<file path="src/rtl/tmt_pkg.sv">
package tmt_pkg;
  localparam int CNT_W  = 32;
  localparam int ADDR_W = 8;

  localparam logic [ADDR_W-1:0] OFS_MATCH = 8'h00;
  localparam logic [ADDR_W-1:0] OFS_COUNT = 8'h10;
  localparam logic [ADDR_W-1:0] OFS_FLAGS = 8'h14;
  localparam logic [ADDR_W-1:0] OFS_IEN   = 8'h1C;
  localparam logic [ADDR_W-1:0] OFS_CTRL  = 8'h20;
  localparam logic [ADDR_W-1:0] OFS_BUSY  = 8'h24;

  // transfer channel indices
  localparam int CH_MATCH = 0;
  localparam int CH_LOAD  = 1;
  localparam int CH_SNAP  = 2;
  localparam int NUM_CH   = 3;

  typedef struct packed {
    logic             countEn;
    logic             cntLoad;
    logic [CNT_W-1:0] cntLoadVal;
    logic             matchLoad;
    logic [CNT_W-1:0] matchLoadVal;
    logic             snapTake;
    logic             flagClr;
  } tmtStrobes_t;
endpackage

</file>
<file path="src/rtl/tmt_ctrl.sv">
module tmt_ctrl
  import tmt_pkg::*;
#(
  parameter int SYNC_TICKS = 3
) (
  input  logic              clk,
  input  logic              rstN,
  input  logic              tickEn,
  input  logic              busWrEn,
  input  logic [ADDR_W-1:0] busAddr,
  input  logic [CNT_W-1:0]  busWrData,
  output tmtStrobes_t       strobes,
  output logic              intEnable,
  output logic              countEnable,
  output logic [NUM_CH-1:0] busy
);
  localparam int TW = $clog2(SYNC_TICKS + 1);
  localparam logic [TW-1:0] LAST_TICK = TW'(SYNC_TICKS - 1);

  logic wrMatch, wrCount, wrFlags, wrIen, wrCtrl;
  logic [NUM_CH-1:0] request, start, done;
  logic [CNT_W-1:0] matchPend, cntPend;

  assign wrMatch = busWrEn && (busAddr == OFS_MATCH);
  assign wrCount = busWrEn && (busAddr == OFS_COUNT);
  assign wrFlags = busWrEn && (busAddr == OFS_FLAGS);
  assign wrIen   = busWrEn && (busAddr == OFS_IEN);
  assign wrCtrl  = busWrEn && (busAddr == OFS_CTRL);

  assign request[CH_MATCH] = wrMatch;
  assign request[CH_LOAD]  = wrCount;
  assign request[CH_SNAP]  = wrCtrl && busWrData[1];

  for (genvar ch = 0; ch < NUM_CH; ch++) begin : g_chan
    logic [TW-1:0] tickCnt;
    assign start[ch] = request[ch] && !busy[ch];
    assign done[ch]  = busy[ch] && tickEn && (tickCnt == LAST_TICK);

    always_ff @(posedge clk or negedge rstN) begin
      if (!rstN) begin
        busy[ch] <= 1'b0;
        tickCnt  <= '0;
      end else if (start[ch]) begin
        busy[ch] <= 1'b1;
        tickCnt  <= '0;
      end else if (busy[ch] && tickEn) begin
        if (tickCnt == LAST_TICK) begin
          busy[ch] <= 1'b0;
        end else begin
          tickCnt <= tickCnt + 1'b1;
        end
      end
    end

    assert_busy_releases_R3: assert property (@(posedge clk) disable iff (!rstN)
      done[ch] |=> !busy[ch]);
  end

  always_ff @(posedge clk or negedge rstN) begin
    if (!rstN) begin
      matchPend   <= '0;
      cntPend     <= '0;
      intEnable   <= 1'b0;
      countEnable <= 1'b0;
    end else begin
      if (start[CH_MATCH]) matchPend <= busWrData;
      if (start[CH_LOAD])  cntPend   <= busWrData;
      if (wrIen)           intEnable <= busWrData[0];
      if (wrCtrl)          countEnable <= busWrData[0];
    end
  end

  always_comb begin
    strobes.countEn      = countEnable;
    strobes.cntLoad      = done[CH_LOAD];
    strobes.cntLoadVal   = cntPend;
    strobes.matchLoad    = done[CH_MATCH];
    strobes.matchLoadVal = matchPend;
    strobes.snapTake     = done[CH_SNAP];
    strobes.flagClr      = wrFlags && busWrData[0];
  end

  // staged values do not move when a write arrives during a busy transfer
  assert_match_drop_R6: assert property (@(posedge clk) disable iff (!rstN)
    (busy[CH_MATCH] && wrMatch) |=> $stable(matchPend));
  assert_load_drop_R6: assert property (@(posedge clk) disable iff (!rstN)
    (busy[CH_LOAD] && wrCount) |=> $stable(cntPend));
endmodule

</file>
<file path="src/rtl/tmt_datapath.sv">
module tmt_datapath
  import tmt_pkg::*;
(
  input  logic             clk,
  input  logic             rstN,
  input  logic             tickEn,
  input  tmtStrobes_t      strobes,
  output logic [CNT_W-1:0] snapshot,
  output logic [CNT_W-1:0] matchVal,
  output logic             matchFlag
);
  logic [CNT_W-1:0] counter;
  logic [CNT_W-1:0] counterInc;
  logic             stepping;
  logic             hit;

  assign counterInc = counter + 1'b1;
  assign stepping   = tickEn && strobes.countEn && !strobes.cntLoad;
  assign hit        = stepping && (counterInc == matchVal);

  always_ff @(posedge clk or negedge rstN) begin
    if (!rstN) begin
      counter   <= '0;
      snapshot  <= '0;
      matchVal  <= '1;
      matchFlag <= 1'b0;
    end else begin
      if (strobes.cntLoad)       counter <= strobes.cntLoadVal;
      else if (stepping)         counter <= counterInc;
      if (strobes.snapTake)      snapshot <= counter;
      if (strobes.matchLoad)     matchVal <= strobes.matchLoadVal;
      if (hit)                   matchFlag <= 1'b1;
      else if (strobes.flagClr)  matchFlag <= 1'b0;
    end
  end

  assert_count_step_R2: assert property (@(posedge clk) disable iff (!rstN)
    (tickEn && strobes.countEn && !strobes.cntLoad) |=> (counter == $past(counter) + 1'b1));
  assert_count_hold_R2: assert property (@(posedge clk) disable iff (!rstN)
    (!(tickEn && strobes.countEn) && !strobes.cntLoad) |=> $stable(counter));
  assert_count_load_R4: assert property (@(posedge clk) disable iff (!rstN)
    strobes.cntLoad |=> (counter == $past(strobes.cntLoadVal)));
  assert_flag_on_hit_R7: assert property (@(posedge clk) disable iff (!rstN)
    hit |=> matchFlag);
endmodule

</file>
<file path="src/rtl/tick_match_timer.sv">
module tick_match_timer
  import tmt_pkg::*;
#(
  parameter int SYNC_TICKS = 3
) (
  input  logic        clk,
  input  logic        rstN,
  input  logic        tickEn,
  input  logic        busWrEn,
  input  logic [7:0]  busAddr,
  input  logic [31:0] busWrData,
  output logic [31:0] busRdData,
  output logic        irqOut
);
  tmtStrobes_t       strobes;
  logic              intEnable, countEnable, matchFlag;
  logic [NUM_CH-1:0] busy;
  logic [CNT_W-1:0]  snapshot, matchVal;

  tmt_ctrl #(.SYNC_TICKS(SYNC_TICKS)) ctrl_i (
    .clk(clk), .rstN(rstN), .tickEn(tickEn), .busWrEn(busWrEn),
    .busAddr(busAddr), .busWrData(busWrData), .strobes(strobes),
    .intEnable(intEnable), .countEnable(countEnable), .busy(busy)
  );

  tmt_datapath dp_i (
    .clk(clk), .rstN(rstN), .tickEn(tickEn), .strobes(strobes),
    .snapshot(snapshot), .matchVal(matchVal), .matchFlag(matchFlag)
  );

  assign irqOut = matchFlag && intEnable;

  always_comb begin
    busRdData = '0;
    case (busAddr)
      OFS_MATCH: busRdData = matchVal;
      OFS_COUNT: busRdData = snapshot;
      OFS_FLAGS: busRdData[0] = matchFlag;
      OFS_IEN:   busRdData[0] = intEnable;
      OFS_CTRL:  busRdData[0] = countEnable;
      OFS_BUSY: begin
        busRdData[5] = busy[CH_SNAP];
        busRdData[4] = busy[CH_LOAD];
        busRdData[0] = busy[CH_MATCH];
      end
      default:   busRdData = '0;
    endcase
  end

  assert_irq_gate_R9: assert property (@(posedge clk) disable iff (!rstN)
    $rose(irqOut) |-> (matchFlag && intEnable));
endmodule

</file>
<file path="config.mk">
export PLATFORM = sky130hd
export DESIGN_NAME = tick_match_timer
export DESIGN_NICKNAME = d
export VERILOG_FILES = /design/src/rtl/tmt_pkg.sv /design/src/rtl/tmt_ctrl.sv /design/src/rtl/tmt_datapath.sv /design/src/rtl/tick_match_timer.sv
export SDC_FILE = /design/constraint.sdc
export NUM_CORES = 1
export LEC_CHECK = 0
export CORE_MARGIN = 3
export CORE_UTILIZATION = 55
export DETAILED_ROUTE_END_ITERATION = 6
export PLACE_DENSITY = 0.8
export SYNTH_ARGS = -nofsm -noshare
export SYNTH_HDL_FRONTEND = slang
export SYNTH_SLANG_ARGS = --single-unit
</file>
<file path="constraint.sdc">
create_clock -name clk -period 5.8 [get_ports clk]
set_input_delay 0.87 -clock clk [delete_from_list [all_inputs] [get_ports clk]]
set_output_delay 0.87 -clock clk [all_outputs]
set_load 0.01 [all_outputs]
</file>
==> results.json, run 1 <==
{
  "cts_buffers": 17,
  "finalCriticalPeriod_ns": 4.72,
  "slowest_delay_ns": 0.66,
  "final_cell_mix": "dfrtp_1 (140), mux2_2 (125), clkdlybuf4s50_1 (75), nand2_1 (73), xnor2_1 (56)",
  "gp_congestion": 0.889,
  "crit_top_cell": "clkdlybuf4s50_1",
  "io_buffers": 76,
  "setup-tns-final_ns": 0,
  "core_region_area_mm2": 0.0153,
  "ff2ff_path_depth": 8,
  "start_util": 0.568,
  "grt_util_met3": 0.0622,
  "yosysTopAreaCell": "dfrtp_1",
  "drtIter0Drc": 424,
  "setup_violations": 0,
  "required_ns": 4.93,
  "vdd_ir_drop_max_uv": 212,
  "ys_warn_count": 0,
  "wl_per_cell_um": 19.3,
  "drt-total-wl_mm": 19.8,
  "clk_latency_ns": 0.44,
  "path_class": "input pin to output pin",
  "yosys_most_used_dff": "dfrtp_1",
  "cts_tree": "yes",
  "min-delay-start": "ctrl_i.cntPend[19]$_DFFE_PN0P_",
  "timing.hold.ws_ns": 0.474,
  "antenna_left": 0,
  "vias": 5998,
  "overflow": 0,
  "layout.nets": 849,
  "crit_chain": "clkdlybuf4s50_1 > or4b_1 > nor2_2 > buf_4 > a22o_1 > clkdlybuf4s50_1",
  "via_per_inst": 5.85,
  "hold_depth": 2,
  "cts.sink_count": 172,
  "reg2reg_slack_ns": 2.31,
  "cts_root_buf": "clkbuf_16",
  "synth_area_leaders": "dfrtp_1 (40%), mux2_2 (16%), dfstp_2 (9.7%), xnor2_1 (5.6%), nand2_1 (3.2%)",
  "synth.avg_cell_area_um2": 11.6,
  "grt_usage": 0.236,
  "antenna_cells": 0,
  "std_cell_rows": 45,
  "dieArea_mm2": 0.0174,
  "grt_pass1_wl_mm": 32.8,
  "syn_area_mm2": 0.00870,
  "max_cap_violations": 0,
  "first_pass_iters": 6,
  "grt_busiest_layer": "met2",
  "slew_headroom": 0.194,
  "status": "finished clean",
  "finalCritPeriodShare": 0.815,
  "grt_max_degree": 111,
  "grt_pass1_vias": 6288,
  "chipWidth_um": 132,
  "synth_edf_count": 0,
  "yosysSeqAreaShare": 0.499,
  "synth_nets": 798,
  "mostFrequentLayoutCell": "dfrtp_1",
  "ios": 77,
  "finClkSkew_ns": 0.0184,
  "tightest_slew_ns": 1.20,
  "max_freq_mhz": 212,
  "dp_hpwl_mm": 13.6,
  "hold_path.class": "register to register",
  "rsz0062_at_grt": "no",
  "crit_fanout": 17,
  "timing.rr.start": "dp_i.counter[0]$_DFFE_PN0P_",
  "rr_endpoint": "dp_i.matchFlag$_DFFE_PN0P_",
  "leakage_nw": 4.42,
  "endpoint_kind": "output pin",
  "power_w": 0.00267,
  "final-hold-violation-count": 0,
  "slew_violations": 0,
  "clock_path_buffers": 2,
  "htreeDepth": 4,
  "area_delta_synth_final_pct": 16.0,
  "drive_above_1_share": 0.258,
  "postCtsSetupBuffers": 0,
  "synth.distinct_cells": 60,
  "holdBufCountCts": 0,
  "slowest_stage": "nor2_2",
  "power_density_mw_per_mm2": 265,
  "worstHoldEndpoint": "dp_i.counter[19]$_DFFE_PN0P_",
  "grt_util_met2": 0.369,
  "die_h_um": 132,
  "ctsResizeCount": 0,
  "drcViolationCount": 0,
  "clkSlewWorstSetupHoldPaths_ns": 0.06,
  "synth_seq_cells": 172,
  "netlist.area_leader.share": 0.403,
  "antenna_found_initial": 0,
  "async_flop_share": 1.00,
  "start_kind": "input pin",
  "crit_arrival_ns": 3.85,
  "met1_usage": 0.321,
  "synthCells": 750
}
-- worst max-delay path by stage --
stage	start	endpoint	cells past startpoint
finish	busAddr[5]	busRdData[17]	6
global route	busAddr[5]	busRdData[30]	6
CTS	busAddr[5]	busRdData[27]	6
detailed placement	busAddr[5]	busRdData[23]	6
global placement	busAddr[5]	busRdData[31]	6
floorplan	busAddr[4]	busRdData[4]	6
-- sequential cells by signal, summed over array words and instances (netlist names), 3 cells and up --
| signal | cells |
|---|---|
| ctrl_i.cntPend | 32 |
| ctrl_i.matchPend | 32 |
| dp_i.counter | 32 |
| dp_i.matchVal | 32 |
| dp_i.snapshot | 32 |
| ctrl_i.g_chan.tickCnt | 6 |
| ctrl_i.busy | 3 |
-- routing by layer --
| layer | vias up | wire length, um | part of all wire |
|---|---|---|---|
| li1 | 2749 | - | - |
| met1 | 3005 | 9120 | 0.46 |
| met2 | 198 | 9160 | 0.46 |
| met3 | 46 | 1010 | 0.051 |
| met4 | 0 | 516 | 0.026 |
| met5 | - | 0 | 0 |
-- critical path: cells and delay by family --
family | cells | cell delay (ns)
buf+inv | 3 | 1.49
simple gates | 2 | 1.30
compound gates | 1 | 0.17
-- metrics by stage --
stage / util / instances / worst slack, ns / instance area, um^2
2_1_floorplan: - / 750 / 2.66 / 8700
3_3_place_gp: 0.621 / 993 / 1.22 / 9520
3_5_place_dp: 0.621 / 993 / 1.13 / 9520
4_1_cts: 0.659 / 1025 / 1.13 / 10100
5_1_grt: 0.659 / 1025 / 0.944 / 10100
6_report: 0.659 / 1025 / 1.08 / 10100
-- logic make-up after synthesis --
group | synth area share
adders and majority gates | 0.00575
DFF | 0.499
AOI/OAI and AO/OA | 0.0734
xor gates and xnor gates | 0.0836
muxes | 0.173
and+or+nand+nor | 0.131
buffers and inverters | 0.0332
-- cell type report --
type	count	area [um^2]
tap	211	264
clock buffer	22	454
multi-input combinational	523	4080
sequential	172	4340
inverter	4	15.0
fill	1142	5220
timing repair buffer	83	815
clock inverter	10	120
-- where the power goes --
| part | leakage (nW) | switching, W | internal (W) |
|---|---|---|---|
| Clock | 0.263 | 0.000465 | 0.000645 |
| Combinational | 1.90 | 0.000118 | 0.000119 |
| Sequential | 2.26 | 0.0000583 | 0.00127 |
| Total | 4.42 | 0.000642 | 0.00203 |
-- synth_stat cells (2+ instances only) --
cell type    n
dfrtp_1    140
mux2_2     125
nand2_1     73
xnor2_1     56
nor2_1      37
dfstp_2     32
o21ai_0     31
a22o_1      29
clkbuf_1    29
xor2_1      27
nand3_1     18
nand4_1     15
a21oi_1     11
nor3_1      11
buf_2        9
and2_1       8
and4_1       8
buf_6        7
mux2_1       6
buf_4        5
nand3b_1     5
o21ai_1      5
ha_1         4
inv_1        4
nor4_1       4
a31oi_1      3
mux2i_1      3
nor3b_1      3
nor4_4       3
a21o_1       2
a22oi_1      2
and3_1       2
nand2b_1     2
nand3_4      2
nor2b_1      2
or3_1        2
or4_1        2
Note: power is estimated with default switching activity, not from simulation.
==> run 2: changes to the inputs <==
CORE_UTILIZATION = 52   (was 55)
PLACE_DENSITY = 0.79   (was 0.8)
clock period = 4.1 ns   (was 5.8 ns; I/O delays follow)
==> run 2 against run 1 <==
Against the previous run:
- register-to-register slack got worse by 1.8 ns
- critical path depth rose by 1
- sequential power rose by 42%
- wire length rose by 2.9%
- cell area rose by 0.92%
- power rose by 44%
- die area rose by 5.5%
- clock power rose by 48%
- worst setup slack got worse by 0.64 ns
==> results.json, run 2 (synthesis results as in run 1) <==
{
  "area_delta_synth_final_pct": 17.1,
  "via_per_inst": 5.83,
  "dp_hpwl_mm": 14.0,
  "mostFrequentLayoutCell": "dfrtp_1",
  "slew_headroom": 0.342,
  "timing.hold.ws_ns": 0.252,
  "final-hold-violation-count": 0,
  "antenna_found_initial": 0,
  "design_area_mm2": 0.0102,
  "tightest_slew_ns": 0.987,
  "cts_buffers": 17,
  "power_density_mw_per_mm2": 378,
  "layout.nets": 855,
  "dpl_cell_area_mm2": 0.00958,
  "clk_latency_ns": 0.44,
  "antenna_left": 0,
  "finClkSkew_ns": 0.0111,
  "timing.rr.start": "dp_i.counter[0]$_DFFE_PN0P_",
  "start_util": 0.540,
  "cts.sink_count": 172,
  "final_cell_mix": "dfrtp_1 (140), mux2_2 (125), clkdlybuf4s50_1 (75), nand2_1 (73), xnor2_1 (56)",
  "endpoint_kind": "output pin",
  "holdBufCountCts": 0,
  "antenna_cells": 0,
  "seqCellArea_mm2": 0.00434,
  "gp_congestion": 0.886,
  "std_cell_rows": 46,
  "die_h_um": 135,
  "cts_root_buf": "clkbuf_16",
  "vdd_ir_drop_max_uv": 294,
  "max_freq_mhz": 273,
  "postCtsSetupBuffers": 0,
  "max_cap_violations": 0,
  "status": "finished clean",
  "grt_pass1_vias": 6253,
  "drive_above_1_share": 0.268,
  "start_kind": "input pin",
  "required_ns": 3.48,
  "drtIter0Drc": 476,
  "io_buffers": 76,
  "drt-total-wl_mm": 20.4,
  "clkSlewWorstSetupHoldPaths_ns": 0.07,
  "grt_pass1_wl_mm": 33.3,
  "chipWidth_um": 135,
  "setup_violations": 0,
  "grt_usage": 0.234,
  "grt_max_degree": 90,
  "wl_per_cell_um": 19.7,
  "crit_arrival_ns": 3.05,
  "crit_fanout": 31,
  "leakage_nw": 4.48,
  "finalCriticalPeriod_ns": 3.66,
  "crit_path_start": "busAddr[4]",
  "finalCritPeriodShare": 0.893,
  "multi_input_area_mm2": 0.00408,
  "slew_violations": 0,
  "clock_path_buffers": 2,
  "vias": 6035,
  "htreeDepth": 4,
  "nFillCells": 1248,
  "ios": 77,
  "cts_tree": "yes",
  "drcViolationCount": 0,
  "path_class": "input pin to output pin",
  "overflow": 0,
  "dieArea_mm2": 0.0183,
  "rsz0062_at_grt": "no",
  "setup-tns-final_ns": 0,
  "hold_path.class": "input pin to async pin",
  "core_region_area_mm2": 0.0161,
  "ff2ff_path_depth": 8,
  "ctsResizeCount": 0,
  "first_pass_iters": 7
}
==> run 2: cell type report <==
class / instances / area share
flip-flops and latches: 172 / 0.427
multi-input cells: 523 / 0.401
repair buffers: 89 / 0.0856
clock buffers: 17 / 0.0418
well taps: 216 / 0.0265
clock inverters: 15 / 0.0174
inverters: 4 / 0.00147
==> run 2: per-layer routing <==
| layer | up-vias | part of all wire | GRT usage | wire, um |
|---|---|---|---|---|
| li1 | 2773 | - | - | - |
| met5 | - | 0 | 0 | 0 |
| met2 | 143 | 0.49 | 0.382 | 10000 |
| met1 | 3090 | 0.45 | 0.318 | 9110 |
| met3 | 29 | 0.042 | 0.0427 | 848 |
| met4 | 0 | 0.019 | 0.0773 | 382 |
==> run 2: worst max-delay path, stage by stage <==
cell and delay, ns:
clkdlybuf4s50_1 0.41, or3_1 0.39, or2_2 0.34, nor2_2 0.09, buf_4 0.39, a22o_1 0.25
clkdlybuf4s50_1 0.55
==> run 2: final timing paths <==
| check | end | slack [ns] |
|---|---|---|
| min | dp_i.counter[8]$_DFFE_PN0P_ | 0.25 |
| max reg2reg | dp_i.matchFlag$_DFFE_PN0P_ | 0.54 |
| max in group asynchronous | dp_i.matchVal[31]$_DFFE_PN1P_ | 2.88 |
| min reg2reg | dp_i.counter[5]$_DFFE_PN0P_ | 0.48 |
| max | busRdData[17] | 0.44 |
| min in group clk | dp_i.counter[5]$_DFFE_PN0P_ | 0.48 |
==> run 2: metrics by stage <==
stage	power [W]	util	setup slack [ns]	instances
floorplan	0.00209	-	1.36	750
global placement	0.00221	0.594	0.451	1004
detailed placement	0.00224	0.594	0.465	1004
CTS	0.00387	0.632	0.453	1036
global route	0.00401	0.632	0.248	1036
finish	0.00385	0.632	0.437	1036
==> run 2: power by group <==
part,internal [W],leakage [nW],switching [W]
sequential,0.00179,2.26,0.0000833
combinational,0.000170,1.93,0.000168
clock,0.000920,0.294,0.000722
==> run 3: changes to the inputs <==
CORE_ASPECT_RATIO = 0.7   (was unset)
==> run 3 against run 2 <==
Against the previous run:
- flip-flop and latch count is the same
- fmax down 0.15%
- final cell count rose by 0.39%
- global-route usage is 0.92 points higher
- count of clock-buffer cells in the layout increased by 1
- combinational power about the same
- sequential share of layout area is essentially flat
- sequential power is essentially flat
- cell area shrank 0.11%
- power decreased by 0.54%
- utilization grew 0.67 points
- largest cell class unchanged
- largest power group unchanged
- highest routed layer unchanged
==> results.json, run 3 (synthesis results as in run 1) <==
{
  "seqPwrFrac": 0.489,
  "die_h_um": 114,
  "overflow": 0,
  "grt_max_degree": 108,
  "first_pass_iters": 5,
  "required_ns": 3.48,
  "crit_chain": "clkdlybuf4s50_1 > or4b_1 > nor2_2 > buf_4 > a22oi_1 > nand2_1 > clkdlybuf4s50_1",
  "cts_buffers": 17,
  "crit_arrival_ns": 3.05,
  "rr_endpoint": "dp_i.matchFlag$_DFFE_PN0P_",
  "setup_violations": 0,
  "antenna_found_initial": 0,
  "max_freq_mhz": 273,
  "holdBufCountCts": 0,
  "status": "finished clean",
  "internal-power_w": 0.00287,
  "htreeDepth": 4,
  "swShare": 0.251,
  "drtIter0Drc": 448,
  "antenna_cells": 0,
  "grt_usage": 0.243,
  "finalCriticalPeriod_ns": 3.67,
  "clock_power_share": 0.422,
  "io_buffers": 76,
  "multi_input_area_mm2": 0.00408,
  "std_cell_rows": 38,
  "final_cell_mix": "dfrtp_1 (140), mux2_2 (125), clkdlybuf4s50_1 (75), nand2_1 (73), xnor2_1 (56)",
  "ctsResizeCount": 0,
  "slowest_delay_ns": 0.65,
  "p_sw_w": 0.000962,
  "cts_tree": "yes",
  "cts_root_buf": "clkbuf_16",
  "wl_met3_mm": 1.29,
  "final_cells": 1040,
  "mostFrequentLayoutCell": "dfrtp_1",
  "leakage_nw": 4.47,
  "dieArea_mm2": 0.0183,
  "grt_pass1_vias": 6304,
  "hold_path.class": "input pin to async pin",
  "reg2reg_slack_ns": 0.70,
  "final-hold-violation-count": 0,
  "endpoint_kind": "output pin",
  "via_per_inst": 5.86,
  "dp_hpwl_mm": 14.5,
  "utilization": 0.639,
  "wl_met2_mm": 9.28,
  "postCtsSetupBuffers": 0,
  "antenna_left": 0,
  "power_density_mw_per_mm2": 377,
  "chipWidth_um": 161,
  "drt-met1-wl_mm": 10.2,
  "vias": 6090,
  "wl_per_cell_um": 20.3,
  "drt-total-wl_mm": 21.1,
  "drive_above_1_share": 0.267,
  "finalCritPeriodShare": 0.895,
  "grt_pass1_wl_mm": 34.5,
  "ios": 77,
  "drcViolationCount": 0,
  "clkSlewWorstSetupHoldPaths_ns": 0.07,
  "path_class": "input pin to output pin",
  "top_layer": "met4",
  "setup-tns-final_ns": 0,
  "start_util": 0.546,
  "slew_violations": 0,
  "power_w": 0.00383,
  "layout.nets": 855,
  "cts.sink_count": 172,
  "finClkSkew_ns": 0.0110,
  "vdd_ir_drop_max_uv": 255,
  "nFillCells": 1194,
  "tightest_slew_ns": 1.02,
  "clock_path_buffers": 2,
  "ff2ff_path_depth": 8,
  "timing.rr.start": "dp_i.counter[0]$_DFFE_PN0P_",
  "clk_latency_ns": 0.44,
  "area_delta_synth_final_pct": 17.0,
  "crit_top_cell": "clkdlybuf4s50_1",
  "core_region_area_mm2": 0.0159,
  "gp_congestion": 0.895,
  "rsz0062_at_grt": "no",
  "max_cap_violations": 0,
  "slowest_stage": "or4b_1",
  "slew_headroom": 0.321,
  "comb_power_share": 0.089,
  "seqCellArea_mm2": 0.00434,
  "start_kind": "input pin",
  "dp_cells": 1008,
  "crit_fanout": 23
}
-- run 3: cell types whose count changed in the layout (fill, tap and decap cells not counted) --
cell | before | now
inv_6 | 6 | 4
clkinv_4 | 4 | 0
clkinvlp_4 | 1 | 4
clkbuf_1 | 0 | 1
clkinv_2 | 0 | 2
-- run 3: worst max-delay path by stage --
stage                                  to  slack [ns]  cells past startpoint                   startpoint
6_report                     busRdData[4]        0.43                      7                   busAddr[5]
5_1_grt                      busRdData[4]        0.33                      7                   busAddr[5]
4_1_cts                      busRdData[4]        0.45                      7                   busAddr[5]
3_5_place_dp                 busRdData[4]        0.47                      7                   busAddr[5]
3_3_place_gp                 busRdData[4]        0.56                      7                   busAddr[5]
2_1_floorplan  dp_i.matchFlag$_DFFE_PN0P_        1.36                      8  dp_i.counter[0]$_DFFE_PN0P_
-- run 3: final cells by class --
class                   count  share of cell area
flip-flops and latches    172               0.427
multi-input cells         523               0.401
repair buffers             89              0.0857
clock buffers              18              0.0422
well taps                 220              0.0271
clock inverters            14              0.0155
inverters                   4             0.00148
-- run 3: critical path: cells and delay by family --
kind | cells | cell delay [ns]
buf+inv | 3 | 1.40
simple gates | 3 | 0.90
compound gates | 1 | 0.13
-- run 3: metal layers --
metal  track usage  up-vias
li1              -     2766
met1         0.360     3099
met2         0.363      195
met3        0.0535       30
met4        0.0659        0
met5             0        -
-- run 3: stage by stage --
| step | hold slack [ns] | worst slack (ns) | cell area, um^2 |
|---|---|---|---|
| CTS | 0.331 | 0.453 | 10200 |
| global placement | 0.454 | 0.560 | 9590 |
| finish | 0.267 | 0.431 | 10200 |
| global route | 0.377 | 0.327 | 10200 |
| detailed placement | 0.465 | 0.472 | 9590 |
| floorplan | 0.319 | 1.36 | 8700 |
-- run 3: power groups by stage --
| stage | Combinational (W) | Sequential (W) | Clock (W) |
|---|---|---|---|
| detailed placement | 0.000337 | 0.00190 | 0 |
| global placement | 0.000317 | 0.00189 | 0 |
| floorplan | 0.000223 | 0.00187 | 0 |
| CTS | 0.000344 | 0.00187 | 0.00164 |
| finish | 0.000341 | 0.00187 | 0.00162 |
| global route | 0.000379 | 0.00188 | 0.00172 |
